<file path="src/rtl/scan_demux_pkg.sv">
package scan_demux_pkg;
  // Operation the configuration chain performs on the next rising edge.
  typedef enum logic {
    CHAIN_HOLD  = 1'b0,
    CHAIN_SHIFT = 1'b1
  } chain_op_e;

  // Chain operation for a given pair of enables.
  function automatic chain_op_e chain_op(input logic ce, input logic se);
    return (ce && se) ? CHAIN_SHIFT : CHAIN_HOLD;
  endfunction
endpackage

</file>
<file path="src/rtl/sdm_cfg_chain.sv">
module sdm_cfg_chain
  import scan_demux_pkg::*;
#(
  parameter int SEL_W = 2
) (
  input  logic             clk,
  input  logic             rst_n,
  input  logic             clk_en,
  input  logic             scan_en,
  input  logic             scan_in,
  output logic [SEL_W-1:0] cfg_q,
  output logic             scan_out
);
  chain_op_e op;

  always_comb op = chain_op(clk_en, scan_en);

  always_ff @(posedge clk or negedge rst_n) begin
    if (!rst_n) begin
      cfg_q <= '0;
    end else if (op == CHAIN_SHIFT) begin
      cfg_q <= SEL_W'({cfg_q, scan_in});
    end
  end

  // The most significant bit is the one the next shift pushes out.
  assign scan_out = cfg_q[SEL_W-1];
endmodule

</file>
<file path="src/rtl/sdm_decode.sv">
module sdm_decode #(
  parameter int NUM_OUT = 4,
  parameter int SEL_W   = 2
) (
  input  logic [SEL_W-1:0]   sel,
  output logic [NUM_OUT-1:0] oe
);
  for (genvar i = 0; i < NUM_OUT; i++) begin : g_lane_dec
    assign oe[i] = (sel == SEL_W'(i));
  end
endmodule

</file>
<file path="src/rtl/sdm_lane_drive.sv">
module sdm_lane_drive #(
  parameter int NUM_OUT = 4
) (
  input  logic               din,
  input  logic [NUM_OUT-1:0] oe,
  output logic [NUM_OUT-1:0] data
);
  for (genvar i = 0; i < NUM_OUT; i++) begin : g_lane_drv
    assign data[i] = oe[i] & din;
  end
endmodule

</file>
<file path="src/rtl/scan_route_demux.sv">
module scan_route_demux #(
  parameter int NUM_OUT = 4
) (
  input  logic               clk,
  input  logic               rst_n,
  input  logic               clk_en,
  input  logic               scan_en,
  input  logic               scan_in,
  output logic               scan_out,
  input  logic               din,
  output logic [NUM_OUT-1:0] route_data,
  output logic [NUM_OUT-1:0] route_oe
);
  localparam int SEL_W = (NUM_OUT > 2) ? $clog2(NUM_OUT) : 1;

  logic [SEL_W-1:0] cfg_q;

  sdm_cfg_chain #(.SEL_W(SEL_W)) u_chain (
    .clk      (clk),
    .rst_n    (rst_n),
    .clk_en   (clk_en),
    .scan_en  (scan_en),
    .scan_in  (scan_in),
    .cfg_q    (cfg_q),
    .scan_out (scan_out)
  );

  sdm_decode #(.NUM_OUT(NUM_OUT), .SEL_W(SEL_W)) u_dec (
    .sel (cfg_q),
    .oe  (route_oe)
  );

  sdm_lane_drive #(.NUM_OUT(NUM_OUT)) u_drv (
    .din  (din),
    .oe   (route_oe),
    .data (route_data)
  );
endmodule

</file>
<file path="config.mk">
export PLATFORM = sky130hd
export DESIGN_NAME = scan_route_demux
export DESIGN_NICKNAME = d
export VERILOG_FILES = /design/src/rtl/scan_demux_pkg.sv /design/src/rtl/sdm_cfg_chain.sv /design/src/rtl/sdm_decode.sv /design/src/rtl/sdm_lane_drive.sv /design/src/rtl/scan_route_demux.sv
export SDC_FILE = /design/constraint.sdc
export NUM_CORES = 1
export LEC_CHECK = 0
export ABC_AREA = 1
export CAP_MARGIN = 25
export CELL_PAD_IN_SITES_DETAIL_PLACEMENT = 2
export CELL_PAD_IN_SITES_GLOBAL_PLACEMENT = 2
export CORE_AREA = 10 10 47 49
export CTS_BUF_LIST = sky130_fd_sc_hd__clkbuf_8
export DETAILED_ROUTE_END_ITERATION = 10
export DIE_AREA = 0 0 57 59
export PLACE_DENSITY = 0.73
export SLEW_MARGIN = 20
export SYNTH_ARGS = -nofsm -noshare
export SYNTH_HDL_FRONTEND = slang
export SYNTH_SLANG_ARGS = --single-unit
export TNS_END_PERCENT = 30
</file>
<file path="constraint.sdc">
create_clock -name clk -period 1.1 [get_ports clk]
set_input_delay 0.275 -clock clk [delete_from_list [all_inputs] [get_ports clk]]
set_output_delay 0.275 -clock clk [all_outputs]
set_load 0.1 [all_outputs]
</file>
==> impl_metrics.py <==
metrics = {
    "yosys": {
        "synth_common_cells": "nand2_1 (9), inv_1 (7), nor2_1 (4)",
        "yosysMostFrequentCell": "nand2_1",
        "synth_cells": 24,
        "synth_edf_count": 0,
        "yosys.area.top_type": "dfrtp_1",
        "ys_warn_count": 0,
        "seq_area_frac_synth_pct": 37.0,
        "synth_fp_nets": 30,
        "synth_top_area_share_pct": 37.0,
        "synth_flop_cell": "dfrtp_1",
        "ys_ff_latch": 2,
        "synthArstFlopShare_pct": 100,
        "synthTopCellsByArea": "dfrtp_1 (37%), nand2_1 (25%), inv_1 (19%), nor2_1 (11%), nand3_1 (7.4%)",
        "ys_types": 5,
        "synth_area_per_cell_um2": 5.63,
        "syn_area_um2": 135,
    },
    "cts": {
        "ctsLongestPathBuffers": 2,
        "cts_sinks": 2,
        "cts_tree": "yes",
        "cts.hold.buffers_added": 0,
        "clk_latency_ns": 0.21,
        "cts_buffers": 3,
        "cts-htree-levels": 1,
        "cts_setup_buffers": 0,
        "clk_pin_slew_worst_paths_ns": 0.03,
        "root_buffer": "clkbuf_8",
    },
    "sta": {
        "min_period_ns": 1.44,
        "slew_headroom_pct": 91.9,
        "fin_ws_ns": -0.339,
        "hold_violations": 0,
        "rsz0062_at_grt": "true",
        "finalCritPeriodShare_pct": 131,
        "finalSetupViolCount": 9,
        "skew_ns": 0.0000789,
        "whs_ns": 0.235,
        "tightest_slew_ns": 0.121,
        "max_clock_freq_ghz": 0.695,
        "maxSlewViolCount": 0,
    },
    "status": {
        "violations": "setup timing",
        "status": "finished with violations",
    },
    "setup_path": {
        "path_class": "reg -> out",
        "worstPathRequired_ns": 0.82,
        "arrival_ns": 1.16,
        "startpoint_type": "flop",
        "setup.worst_path.end_class": "primary output",
        "path_max_fanout": 5,
    },
    "power_and_ir_drop": {
        "peakVddDrop_mv": 0.822,
        "p_leak_uw": 0.000220,
        "power_density_nw_per_um2": 2010,
    },
    "detailed_routing": {
        "drc": 0,
        "routedWlPerCell_um": 12.8,
        "post_drt_via_cell_ratio": 3.84,
        "drtIter0Drc": 0,
        "num_vias": 234,
        "dr.pass1.iters": 1,
        "wl_um": 782,
        "antenna_left": 0,
    },
    "final_layout": {
        "fin_area_um2": 526,
        "top_regs": "u_chain.cfg_q x2",
        "regMostFlops": "u_chain.cfg_q",
        "fillers": 159,
        "drive_gt1_share_pct": 68.9,
        "largest_register_ffs": 2,
        "fin_nets": 52,
        "syn_to_final_growth_pct": 289,
        "antennaDiodeCount": 0,
    },
    "die": {
        "dieArea_um2": 3360,
        "floorplan.initialDensity_pct": 9.64,
        "core_area_um2": 1400,
        "die_w_um": 57,
        "io_pins": 15,
        "die_y_um": 59,
        "rows": 14,
    },
    "grt": {
        "grt_pass1_vias": 283,
        "antenna_found_initial": 0,
        "overflow": 0,
        "grt_max_degree": 6,
        "grt_pass1_wl_mm": 1.38,
        "grt_usage_pct": 5.58,
    },
    "placement": {
        "place_area_um2": 479,
        "gp_congestion": 0.687,
        "numPortBuffers": 14,
    },
    "worst_hold_path": {
        "hold_class": "in -> async",
    },
    "run": {
        "max_cap_viol_count": 0,
    },
}
==> critical path, cell delays in order (launching register included) <==
cell,delay [ns]
dfrtp_4,0.51
inv_4,0.09
nand2_4,0.06
nor2_4,0.11
buf_12,0.18
==> final timing paths <==
check | slack [ns] | cells past startpoint | end | start
max | -0.34 | 4 | route_data[1] | u_chain.cfg_q[1]
min | 0.24 | 1 | u_chain.cfg_q[0] | rst_n
max reg2reg | 0.31 | 3 | u_chain.cfg_q[1] | u_chain.cfg_q[0]
min reg2reg | 0.62 | 2 | u_chain.cfg_q[1] | u_chain.cfg_q[1]
max in group asynchronous | 0.72 | 1 | u_chain.cfg_q[1] | rst_n
min in group clk | 0.62 | 2 | u_chain.cfg_q[1] | u_chain.cfg_q[1]
==> cell families (layout without fill, tap and decap cells) <==
logic type,count (synthesis),in the layout,synth area share (%)
buffers and inverters,7,28,19.4
DFF,2,2,37.0
and+or+nand+nor,15,15,43.5
==> metrics by stage <==
stage	TNS [ns]	utilization, %	instances	setup WS (ns)	power, µW
6_report	-2.63	37.5	61	-0.339	1050
5_1_grt	-3.19	37.5	61	-0.389	1120
4_1_cts	-2.82	37.5	61	-0.359	1080
3_5_place_dp	-2.04	34.2	57	-0.427	765
3_3_place_gp	-1.77	34.2	57	-0.372	753
2_1_floorplan	-3.44	-	24	-0.487	509
==> layout make-up <==
type                    count  area (µm²)  area share, %
clock buffers               3        41.3           7.86
clock inverters             1        3.75          0.714
inverters                   7        46.3           8.81
multi-input cells          15         109           20.7
flip-flops and latches      2        53.8           10.2
well taps                  16        20.0           3.81
repair buffers             17         251           47.9
==> repair_timing <==
item                       4_1_cts  5_1_grt
resized for setup                4        0
pin swaps                        4        0
setup endpoints to repair        9        9
==> placed cells by master, fill, tap and decap left out, types with 2 or more instances in the layout <==
cell type / count
inv_4: 2
nand2_2: 2
clkbuf_8: 3
nor2_4: 4
clkinvlp_4: 4
clkdlybuf4s50_1: 4
nand2_1: 5
nand2_4: 2
buf_4: 3
nand3_1: 2
buf_12: 9
==> layer usage <==
layer	share of wire, %	routed length, µm	GRT usage (%)	vias to the layer above
met1	39	305	5.00	106
li1	-	-	-	109
met2	49	383	8.99	17
met3	10	80	3.00	2
met5	0	0	0	-
met4	1.5	12	5.03	0
==> power breakdown <==
part | internal (µW) | switching (µW)
clock | 237 | 64.7
combinational | 223 | 423
sequential | 88.8 | 18.3
Note: power is estimated with default switching activity, not from simulation.
